<file path="src/rtl/i2c_arb_watch.sv">
module i2c_arb_watch #(
  parameter int SYNC_STAGES = 2
) (
  input  logic       clk,
  input  logic       rst_n,
  input  logic       scl_in,
  input  logic       sda_in,
  input  logic       sda_intent,
  input  logic [4:0] phase_act,
  input  logic       buf_wr,
  input  logic       start_req,
  input  logic       bcol_clr,
  input  logic       wcol_clr,
  input  logic       evt_clr,
  output logic       s_seen,
  output logic       p_seen,
  output logic       bus_free,
  output logic       start_grant,
  output logic       line_release,
  output logic       abort_pulse,
  output logic [3:0] abort_cmd,
  output logic       abort_txbuf,
  output logic       bcol_flag,
  output logic       wcol_flag,
  output logic       evt_flag
);

  localparam int LAST = SYNC_STAGES - 1;
  localparam int NPH  = 5;
  localparam int TXB  = NPH - 1;

  logic [SYNC_STAGES-1:0] scl_q, sda_q, int_q;
  logic [NPH-1:0]         ph_q [SYNC_STAGES];
  logic                   scl_p, sda_p;
  logic                   lost;

  always_ff @(posedge clk or negedge rst_n) begin
    if (!rst_n) begin
      scl_q <= '1;
      sda_q <= '1;
      int_q <= '0;
      scl_p <= 1'b1;
      sda_p <= 1'b1;
      for (int i = 0; i < SYNC_STAGES; i++) ph_q[i] <= '0;
    end else begin
      scl_q <= {scl_q[SYNC_STAGES-2:0], scl_in};
      sda_q <= {sda_q[SYNC_STAGES-2:0], sda_in};
      int_q <= {int_q[SYNC_STAGES-2:0], sda_intent};
      scl_p <= scl_q[LAST];
      sda_p <= sda_q[LAST];
      ph_q[0] <= phase_act;
      for (int i = 1; i < SYNC_STAGES; i++) ph_q[i] <= ph_q[i-1];
    end
  end

  logic           scl_s, sda_s, int_d, scl_hi;
  logic [NPH-1:0] ph_d;
  logic           start_det, stop_det, collide;

  assign scl_s     = scl_q[LAST];
  assign sda_s     = sda_q[LAST];
  assign int_d     = int_q[LAST];
  assign ph_d      = ph_q[LAST];
  assign scl_hi    = scl_s & scl_p;
  assign start_det = scl_hi & sda_p & ~sda_s;
  assign stop_det  = scl_hi & ~sda_p & sda_s;
  assign collide   = scl_hi & (|ph_d) & int_d & ~sda_s & ~lost;

  always_ff @(posedge clk or negedge rst_n) begin
    if (!rst_n) begin
      s_seen      <= 1'b0;
      p_seen      <= 1'b0;
      lost        <= 1'b0;
      bcol_flag   <= 1'b0;
      wcol_flag   <= 1'b0;
      evt_flag    <= 1'b0;
      abort_pulse <= 1'b0;
      abort_cmd   <= '0;
      abort_txbuf <= 1'b0;
    end else begin
      if (start_det) begin
        s_seen <= 1'b1;
        p_seen <= 1'b0;
      end else if (stop_det) begin
        s_seen <= 1'b0;
        p_seen <= 1'b1;
      end

      if (collide)       lost <= 1'b1;
      else if (stop_det) lost <= 1'b0;

      if (collide)       bcol_flag <= 1'b1;
      else if (bcol_clr) bcol_flag <= 1'b0;

      if (stop_det && lost) evt_flag <= 1'b1;
      else if (evt_clr)     evt_flag <= 1'b0;

      if (buf_wr && (|phase_act)) wcol_flag <= 1'b1;
      else if (wcol_clr)          wcol_flag <= 1'b0;

      abort_pulse <= collide;
      abort_cmd   <= collide ? ph_d[3:0] : '0;
      abort_txbuf <= collide & ph_d[TXB];
    end
  end

  assign line_release = lost;
  assign bus_free     = p_seen | ~(s_seen | p_seen);
  assign start_grant  = start_req & bus_free & ~bcol_flag;

  p_start_sets_s_r2: assert property (@(posedge clk) disable iff (!rst_n)
    start_det |=> (s_seen && !p_seen));

  p_stop_sets_p_r3: assert property (@(posedge clk) disable iff (!rst_n)
    (stop_det && !start_det) |=> (p_seen && !s_seen));

  p_busy_not_free_r4: assert property (@(posedge clk) disable iff (!rst_n)
    (s_seen && !p_seen) |-> !bus_free);

  p_collide_flags_r5: assert property (@(posedge clk) disable iff (!rst_n)
    collide |=> (bcol_flag && line_release && abort_pulse));

  p_abort_single_r6: assert property (@(posedge clk) disable iff (!rst_n)
    abort_pulse |=> !abort_pulse);

  p_abort_releases_r7: assert property (@(posedge clk) disable iff (!rst_n)
    abort_pulse |-> line_release);

  p_evt_after_loss_r8: assert property (@(posedge clk) disable iff (!rst_n)
    $rose(evt_flag) |-> $past(line_release));

  p_bcol_sticky_r9: assert property (@(posedge clk) disable iff (!rst_n)
    (bcol_flag && !bcol_clr) |=> bcol_flag);

  p_grant_gated_r10: assert property (@(posedge clk) disable iff (!rst_n)
    start_grant |-> (!bcol_flag && bus_free));

  p_wcol_idle_r11: assert property (@(posedge clk) disable iff (!rst_n)
    (buf_wr && (phase_act == '0) && !wcol_flag) |=> !wcol_flag);

endmodule

</file>
<file path="config.mk">
export PLATFORM = sky130hd
export DESIGN_NAME = i2c_arb_watch
export DESIGN_NICKNAME = d
export VERILOG_FILES = /design/src/rtl/i2c_arb_watch.sv
export SDC_FILE = /design/constraint.sdc
export NUM_CORES = 1
export LEC_CHECK = 0
export ABC_AREA = 1
export BUFFER_PORTS_ARGS = -buffer_cell sky130_fd_sc_hd__buf_2
export CELL_PAD_IN_SITES_DETAIL_PLACEMENT = 0
export CELL_PAD_IN_SITES_GLOBAL_PLACEMENT = 1
export CORE_MARGIN = 3
export CORE_UTILIZATION = 37
export CTS_BUF_LIST = sky130_fd_sc_hd__clkbuf_2
export CTS_CLUSTER_DIAMETER = 150
export CTS_CLUSTER_SIZE = 40
export DETAILED_ROUTE_END_ITERATION = 7
export PLACE_DENSITY_LB_ADDON = 0.1
export SYNTH_ARGS = -nofsm -noshare
export SYNTH_HDL_FRONTEND = slang
export SYNTH_SLANG_ARGS = --single-unit
</file>
<file path="constraint.sdc">
create_clock -name clk -period 2.3 [get_ports clk]
set_clock_uncertainty 0.2 [all_clocks]
set_input_delay 0.23 -clock clk [delete_from_list [all_inputs] [get_ports clk]]
set_output_delay 0.23 -clock clk [all_outputs]
set_load 0.1 [all_outputs]
</file>
==> impl_metrics.env, run 1 <==
export IMPL_synthCells=78
export IMPL_synth_area_um2=996
export IMPL_via_per_inst=3.93
export IMPL_synth_top_family_by_area="simple AND/OR/NAND/NOR gates"
export IMPL_grt_pass1_wl_um=2390
export IMPL_io_pins=29
export IMPL_htreeDepth=2
export IMPL_crit_required_ns=1.87
export IMPL_hold_viol=0
export IMPL_maxCapViolCount=0
export IMPL_antennaDiodeCount=0
export IMPL_fin_crit_ns=1.90
export IMPL_synth_compound_area_share=0.00628
export IMPL_synth_area_leaders="dfrtp_1, dfstp_2, nand2_1, inv_1, nor2_2"
export IMPL_insertion_delay_ns=0.33
export IMPL_grt_remaining_overflow=0
export IMPL_die_area_um2=3350
export IMPL_routedWlPerCell_um=8.80
export IMPL_ir_drop_uv=534
export IMPL_yosysTopAreaCell="dfrtp_1"
export IMPL_rsz0062_at_grt="false"
export IMPL_port_buffers=28
export IMPL_fin_tns_setup_ns=0
export IMPL_setup_viol_count_final=0
export IMPL_synth_fa_ha_area_frac=0
export IMPL_drt_iter0_markers=13
export IMPL_nets=141
export IMPL_cts_buffer_depth=2
export IMPL_netlist_area_leader_share=0.603
export IMPL_synth_nets=93
export IMPL_ys_ff_latch=30
export IMPL_grt_pass1_vias=600
export IMPL_avgSynthCellArea_um2=12.8
export IMPL_initial_core_util=0.395
export IMPL_crit_path_end_kind="primary output"
export IMPL_num_rows=18
export IMPL_crit_path_max_fanout=3
export IMPL_syn_to_final_growth_pct=36.2
export IMPL_power_density_nw_per_um2=793
export IMPL_routabilityCongestion=0.704
export IMPL_holdBufCountCts=13
export IMPL_vias=617
export IMPL_finalCritPeriodShare=0.827
export IMPL_cts_num_sinks=30
export IMPL_synthXorXnorAreaFrac=0
export IMPL_routed_wl_um=1380
export IMPL_synth_distinct_cells=14
export IMPL_layout_cells_non_filler=157
export IMPL_dpl_cell_count=136
export IMPL_grt_util_all_layers=0.101
export IMPL_fmax_ghz=0.526
export IMPL_layout_drive_gt1_share=0.480
export IMPL_start_kind="flop"
export IMPL_drv_slew=0
export IMPL_cts_setup_buffers=0
export IMPL_power_total_mw=1.08
export IMPL_ys_seq_area_frac=0.761
export IMPL_synthSimpleGateAreaFrac=0.180
export IMPL_die_height_um=57.9
export IMPL_cts_resized=0
export IMPL_hold_worst_slack_ns=0.162
export IMPL_hp_class="flop to flop"
export IMPL_relSlewSlack=0.585
export IMPL_grt_max_degree=31
export IMPL_antenna_found_initial=0
export IMPL_status="finished, final reports clean"
export IMPL_tritoncts="done"
export IMPL_final_util=0.538
export IMPL_critPathKind="flop to primary output"
export IMPL_place_hpwl_um=951
export IMPL_cp_arrival_ns=1.47
export IMPL_core_area_um2=2520
export IMPL_die_w_um=57.9
export IMPL_numCtsBuffers=5
export IMPL_drtPass1Iterations=2
export IMPL_synthMuxAreaShare=0
export IMPL_drc=0
export IMPL_yosys_warnings=0
export IMPL_leakagePower_nw=0.713
export IMPL_path_clk_slew_ns=0.13
export IMPL_ant_nets=0
export IMPL_clock_root_buffer="clkbuf_2"
export IMPL_tightest_slew_ns=0.623
[metrics by stage]
stage,worst slack (ns),area (um^2)
after global placement,0.768,1190
after detailed placement,0.749,1190
after floorplan,0.0293,1010
after global routing,0.262,1360
after CTS,0.336,1360
final,0.398,1360
[critical path, cell delays in order, from the launching register on]
cell and delay, ns:
dfrtp_2 0.43, inv_1 0.05, nor2_1 0.05, clkinvlp_4 0.06, nand2_1 0.07, nor2_4 0.07, buf_2 0.42
[final cells by class]
type                    count  area [um^2]
repair buffers             41          270
fillers                   229         1170
clock inverters             2         8.76
clock buffers               6         30.0
multi-input cells          34          193
well taps                  30         37.5
flip-flops and latches     30          761
inverters                  14         56.3
[per-layer routing]
metal,up-vias,wire length (um),part of all wire,track usage
met1,264,595,0.43,0.112
met4,0,12,0.0087,0.0596
met2,27,626,0.45,0.142
li1,324,-,-,-
met3,2,147,0.11,0.0690
met5,-,0,0,0
[state kept, by name, indices dropped and copies added (netlist names)]
name and cells:
int_q 2, abort_cmd 4, ph_q 5, evt_flag 1, line_release 1, abort_pulse 1, ph_d 5, bcol_flag 1
scl_p 1, wcol_flag 1, s_seen 1, abort_txbuf 1, p_seen 1, sda_p 1, sda_q 2, scl_q 2
[worst paths after layout]
check | startpoint | depth (start not counted) | to | slack (ns)
worst min register to register | int_q[0] | 0 | int_q[1] | 0.16
max in group asynchronous | rst_n | 2 | s_seen | 1.23
worst min-delay path | int_q[0] | 0 | int_q[1] | 0.16
worst max register to register | wcol_flag | 3 | wcol_flag | 0.95
min in group asynchronous | rst_n | 2 | ph_q[7] | 0.24
worst max-delay path | s_seen | 6 | start_grant | 0.40
[logic make-up (layout without fill, tap and decap cells)]
group | Yosys count | count (layout)
and+or+nand+nor | 33 | 33
DFF | 30 | 30
buffers and inverters | 14 | 63
AOI/OAI and AO/OA | 1 | 1
[power breakdown]
part	internal, mW	switching (mW)	leakage, nW
clock network	0.0749	0.154	0.0304
logic	0.0549	0.211	0.326
registers	0.564	0.0171	0.357
total	0.694	0.382	0.713
[cell usage after synthesis]
cell / number
dfrtp_1: 24
nand2_1: 12
inv_1: 11
dfstp_2: 6
nor2_1: 6
nor2_2: 6
inv_2: 3
nand2_2: 3
nand3_2: 2
nand2_4: 1
nand3_1: 1
nand3b_1: 1
nor2_4: 1
o22ai_1: 1
[cells in the final DEF (no fill, tap or decap)]
master,count
nand3b_1,1
nor2_2,6
nand2_4,1
dfrtp_1,22
o22ai_1,1
buf_2,28
nand2_1,12
dfstp_2,6
nor2_4,2
clkinvlp_4,1
clkinv_2,1
nand3_2,2
clkbuf_2,6
nand3_1,1
dlygate4sd3_1,13
dfrtp_2,2
nand2_2,3
inv_2,3
nor2_1,5
clkinv_1,1
inv_1,10
(Power assumes the default switching activity.)
==> run 2, diff against run 1 <==
==> constraint.sdc (replaced) <==
create_clock -name clk -period 1.72 [get_ports clk]
set_clock_uncertainty 0.2 [all_clocks]
set_input_delay 0.172 -clock clk [delete_from_list [all_inputs] [get_ports clk]]
set_output_delay 0.172 -clock clk [all_outputs]
set_load 0.1 [all_outputs]
==> impl_metrics.env, run 2 (synthesized netlist as in run 1, its figures left out) <==
export IMPL_die_height_um=57.9
export IMPL_r2r_setup_slack_ns=0.35
export IMPL_setup_viol_count_final=1
export IMPL_fillCellCount=218
export IMPL_die_w_um=57.9
export IMPL_setup_slack_ns=-0.00867
export IMPL_grt_max_degree=31
export IMPL_critical_path_max_stage_delay_ns=0.50
export IMPL_cp_slowest_cell="dfrtp_4"
export IMPL_crit_path_end_kind="primary output"
export IMPL_cts_num_sinks=30
export IMPL_vias=658
export IMPL_core_area_um2=2520
export IMPL_path_buf_inv=3
export IMPL_hp_start="ph_q[9]"
export IMPL_dpl_cell_count=136
export IMPL_cts_buffer_depth=2
export IMPL_grt_pass1_wl_um=2570
export IMPL_rsz0062_at_grt="true"
export IMPL_die_area_um2=3350
export IMPL_ir_drop_uv=933
export IMPL_relSlewSlack=0.580
export IMPL_dp_slack_ns=0.296
export IMPL_place_area_um2=1230
export IMPL_ant_nets=0
export IMPL_place_hpwl_um=956
export IMPL_path_clk_slew_ns=0.14
export IMPL_crit_chain="inv_2 -> nor2_4 -> clkinvlp_4 -> nand2_2 -> nor2_4 -> buf_12"
export IMPL_whs_endpoint="ph_d[4]"
export IMPL_hold_worst_slack_ns=0.164
export IMPL_via_per_inst=4.14
export IMPL_r2r_end="wcol_flag"
export IMPL_port_buffers=28
export IMPL_fin_crit_ns=1.73
export IMPL_numCtsBuffers=5
export IMPL_antenna_found_initial=0
export IMPL_layout_drive_gt1_share=0.519
export IMPL_layout_common_cells="buf_2, dfrtp_1, dlygate4sd3_1"
export IMPL_routabilityCongestion=0.692
export IMPL_tritoncts="done"
export IMPL_r2r_cells=3
export IMPL_start_kind="flop"
export IMPL_violations="setup timing"
export IMPL_power_density_nw_per_um2=1160
export IMPL_drtPass1Iterations=2
export IMPL_finalCritPeriodShare=1.01
export IMPL_layout_cells_non_filler=159
export IMPL_critPathKind="flop to primary output"
export IMPL_critical_path_top_delay_family="flip-flops"
export IMPL_htreeDepth=2
export IMPL_antennaDiodeCount=0
export IMPL_maxCapViolCount=0
export IMPL_cpMostUsedCell="nor2_4"
export IMPL_leakagePower_nw=0.748
export IMPL_fin_tns_setup_ns=-0.00867
export IMPL_drc=0
export IMPL_final_cell_area_um2=1450
export IMPL_rr_startpoint="wcol_flag"
export IMPL_crit_required_ns=1.35
export IMPL_fmax_ghz=0.578
export IMPL_drv_slew=0
export IMPL_num_rows=18
export IMPL_tightest_slew_ns=0.629
export IMPL_nets=143
export IMPL_grt_pass1_vias=631
export IMPL_initial_core_util=0.395
export IMPL_mostFrequentLayoutCell="buf_2"
export IMPL_cp_arrival_ns=1.36
export IMPL_grt_util_all_layers=0.108
export IMPL_routed_wl_um=1500
export IMPL_worstHoldPathCells=0
export IMPL_clock_root_buffer="clkbuf_2"
export IMPL_drt_iter0_markers=8
export IMPL_syn_to_final_growth_pct=45.4
export IMPL_hp_class="flop to flop"
export IMPL_routedWlPerCell_um=9.41
export IMPL_hold_viol=0
export IMPL_grt_remaining_overflow=0
export IMPL_status="complete, but fails checks"
export IMPL_insertion_delay_ns=0.34
export IMPL_io_pins=29
export IMPL_crit_path_max_fanout=2
## run 2: changes by cell type in the layout (fill, tap and decap cells not counted), moves of 2 or more
| cell | delta |
|---|---|
| buf_12 | +2 |
| buf_2 | -4 |
| buf_4 | +2 |
| dfrtp_4 | +2 |
| dfrtp_2 | -2 |
| clkbuf_4 | +2 |
## run 2: power by group
group          internal, mW  switching [mW]
Combinational         0.118           0.297
Clock                 0.260           0.217
Sequential            0.759          0.0250
Total                  1.14           0.538
## run 2: cell type report
type	count	area, um^2	area share
Sequential cell	30	766	0.529
Timing Repair Buffer	43	320	0.221
Multi-Input combinational cell	34	203	0.140
Inverter	14	56.3	0.0389
Tap cell	30	37.5	0.0259
Clock buffer	7	35.0	0.0242
Clock inverter	1	30.0	0.0207
## run 2: worst max-delay path by stage
stage                     cells after the start  startpoint     endpoint
after floorplan                               5      s_seen  start_grant
after global placement                        5      p_seen  start_grant
after detailed placement                      5      p_seen  start_grant
after CTS                                     6      s_seen  start_grant
after global routing                          6      s_seen  start_grant
final                                         6      s_seen  start_grant
## run 2: through the flow
stage	power, mW	util
2_1_floorplan	1.07	-
5_1_grt	1.76	0.574
4_1_cts	1.70	0.572
3_3_place_gp	1.16	0.487
6_report	1.67	0.574
3_5_place_dp	1.17	0.487
## run 2: timing repair
action	CTS	global route
setup buffers	2	0
hold buffers	13	0
pin swaps	3	0
endpoints found under the setup margin	1	3
gates resized for setup	1	2
hold endpoints to repair	39	0
## run 2: metal layers
layer  global-route usage  wire [um]
met1                0.115        616
met2                0.163        660
met3               0.0713        180
met4               0.0596         38
met5                    0          0
==> run 3, diff against run 2 <==
--- a/config.mk
+++ b/config.mk
@@ -5,7 +5,6 @@
 export SDC_FILE = /design/constraint.sdc
 export NUM_CORES = 1
 export LEC_CHECK = 0
-export ABC_AREA = 1
 export BUFFER_PORTS_ARGS = -buffer_cell sky130_fd_sc_hd__buf_2
 export CELL_PAD_IN_SITES_DETAIL_PLACEMENT = 0
 export CELL_PAD_IN_SITES_GLOBAL_PLACEMENT = 1
==> impl_metrics.env, run 3 <==
export IMPL_routed_wl_um=1540
export IMPL_synth_area_leaders="dfrtp_1, dfstp_2, and2_1, a21oi_1, inv_1"
export IMPL_netlist_area_leader_share=0.630
export IMPL_nets=127
export IMPL_drt_iter0_markers=1
export IMPL_critPathKind="flop to primary output"
export IMPL_crit_required_ns=1.35
export IMPL_setup_viol_count_final=0
export IMPL_synth_area_um2=953
export IMPL_via_per_inst=4.57
export IMPL_start_kind="flop"
export IMPL_die_height_um=56.8
export IMPL_ir_drop_uv=531
export IMPL_clock_root_buffer="clkbuf_2"
export IMPL_relSlewSlack=0.595
export IMPL_whs_endpoint="scl_q[1]"
export IMPL_grt_util_all_layers=0.110
export IMPL_ant_nets=0
export IMPL_hold_viol=0
export IMPL_initial_core_util=0.411
export IMPL_synth_nets=77
export IMPL_htreeDepth=2
export IMPL_num_rows=17
export IMPL_cts_num_sinks=30
export IMPL_cts_buffer_depth=2
export IMPL_leakagePower_nw=0.657
export IMPL_antennaDiodeCount=0
export IMPL_place_area_um2=1170
export IMPL_power_density_nw_per_um2=995
export IMPL_routedWlPerCell_um=10.9
export IMPL_layout_common_cells="buf_2, dfrtp_1, dlygate4sd3_1"
export IMPL_fin_crit_ns=1.68
export IMPL_synth_common_cells="dfrtp_1, dfstp_2, inv_1"
export IMPL_drc=0
export IMPL_ys_ff_latch=30
export IMPL_status="finished, final reports clean"
export IMPL_synth_most_common_cell="dfrtp_1"
export IMPL_syn_to_final_growth_pct=42.8
export IMPL_drv_slew=0
export IMPL_hp_start="scl_q[0]"
export IMPL_insertion_delay_ns=0.33
export IMPL_die_w_um=56.8
export IMPL_synthCells=62
export IMPL_finalCritPeriodShare=0.979
export IMPL_routabilityCongestion=0.686
export IMPL_mostFrequentLayoutCell="buf_2"
export IMPL_dpl_cell_count=118
export IMPL_grt_remaining_overflow=0
export IMPL_io_pins=29
export IMPL_grt_pass1_wl_um=2620
export IMPL_synth_distinct_cells=21
export IMPL_grt_max_degree=31
export IMPL_rr_startpoint="ph_d[2]"
export IMPL_ys_flop_type="dfrtp_1"
export IMPL_place_hpwl_um=977
export IMPL_fmax_ghz=0.594
export IMPL_cp_slowest_cell="dfrtp_4"
export IMPL_yosys_warnings=0
export IMPL_die_area_um2=3220
export IMPL_hp_class="flop to flop"
export IMPL_critical_path_max_stage_delay_ns=0.52
export IMPL_layout_drive_gt1_share=0.469
export IMPL_path_clk_slew_ns=0.14
export IMPL_crit_path_end_kind="primary output"
export IMPL_maxCapViolCount=0
export IMPL_antenna_found_initial=0
export IMPL_r2r_setup_slack_ns=0.30
export IMPL_worstHoldPathCells=0
export IMPL_crit_path_max_fanout=3
export IMPL_cp_arrival_ns=1.31
export IMPL_grt_pass1_vias=631
export IMPL_ys_seq_area_frac=0.795
export IMPL_power_total_mw=1.35
export IMPL_port_buffers=28
export IMPL_vias=644
export IMPL_numCtsBuffers=5
export IMPL_synth_edff_count=0
export IMPL_drtPass1Iterations=2
export IMPL_crit_chain="inv_4 -> nand2_8 -> and3b_4 -> buf_12"
export IMPL_tightest_slew_ns=0.608
export IMPL_yosysTopAreaCell="dfrtp_1"
export IMPL_r2r_end="line_release"
export IMPL_layout_cells_non_filler=141
export IMPL_final_cell_area_um2=1360
export IMPL_avgSynthCellArea_um2=15.4
export IMPL_tritoncts="done"
export IMPL_core_area_um2=2320
export IMPL_synthArstFlopShare=1.00
export IMPL_r2r_cells=3
export IMPL_rsz0062_at_grt="true"
## run 3: how the worst max path moves through the flow
stage	startpoint	end	slack [ns]	cells after the start
global placement	ph_d[2]	line_release	0.32	3
detailed placement	ph_d[2]	bcol_flag	0.31	3
floorplan	p_seen	start_grant	0.03	3
finish	p_seen	start_grant	0.04	4
CTS	p_seen	start_grant	-0.001	4
global route	p_seen	start_grant	-0.03	4
## run 3: layout make-up
class	instances	area [um^2]
Fill cell	200	957
Sequential cell	30	767
Timing Repair Buffer	43	303
Multi-Input combinational cell	27	196
Clock buffer	7	35.0
Tap cell	28	35.0
Inverter	5	21.3
Clock inverter	1	3.75
## run 3: per-stage QoR
step           setup WS, ns   util  TNS [ns]  hold slack (ns)
4_1_cts            -0.00138  0.584  -0.00138            0.149
2_1_floorplan        0.0315      -         0           -0.324
3_5_place_dp          0.305  0.507         0           0.0304
5_1_grt             -0.0293  0.587   -0.0293            0.162
3_3_place_gp          0.323  0.507         0           0.0206
6_report             0.0357  0.587         0            0.142
## run 3: power breakdown
part	internal (mW)	leakage, nW	switching, mW
clock network	0.109	0.0306	0.206
logic	0.0753	0.268	0.189
registers	0.749	0.358	0.0252
total	0.934	0.657	0.420
## run 3: worst max-delay path: cells and delay by family, from the launching register on
| family | cells | cell delay (ns) |
|---|---|---|
| flip-flops | 1 | 0.52 |
| buffers and inverters | 2 | 0.25 |
| AND/OR/NAND/NOR | 2 | 0.21 |
## run 3: what timing repair did
action,in CTS,in global routing
setup buffers,1,1
pin swaps,2,0
endpoints found under the setup margin,2,1
resized for setup,1,0
hold endpoints to repair,35,0
hold buffers,13,0
## run 3: layer usage
metal	vias up	track usage	share of wire
li1	307	-	-
met1	303	0.114	0.39
met2	29	0.177	0.48
met3	5	0.0552	0.11
met4	0	0.0695	0.021
met5	-	0	0
## run 3: logic make-up (layout without fill, tap and decap cells)
logic type	count (synthesis)	count (layout)	share of synthesized area
compound gates	10	10	0.0604
buf+inv	5	56	0.0197
flops	30	30	0.795
simple gates	17	17	0.125
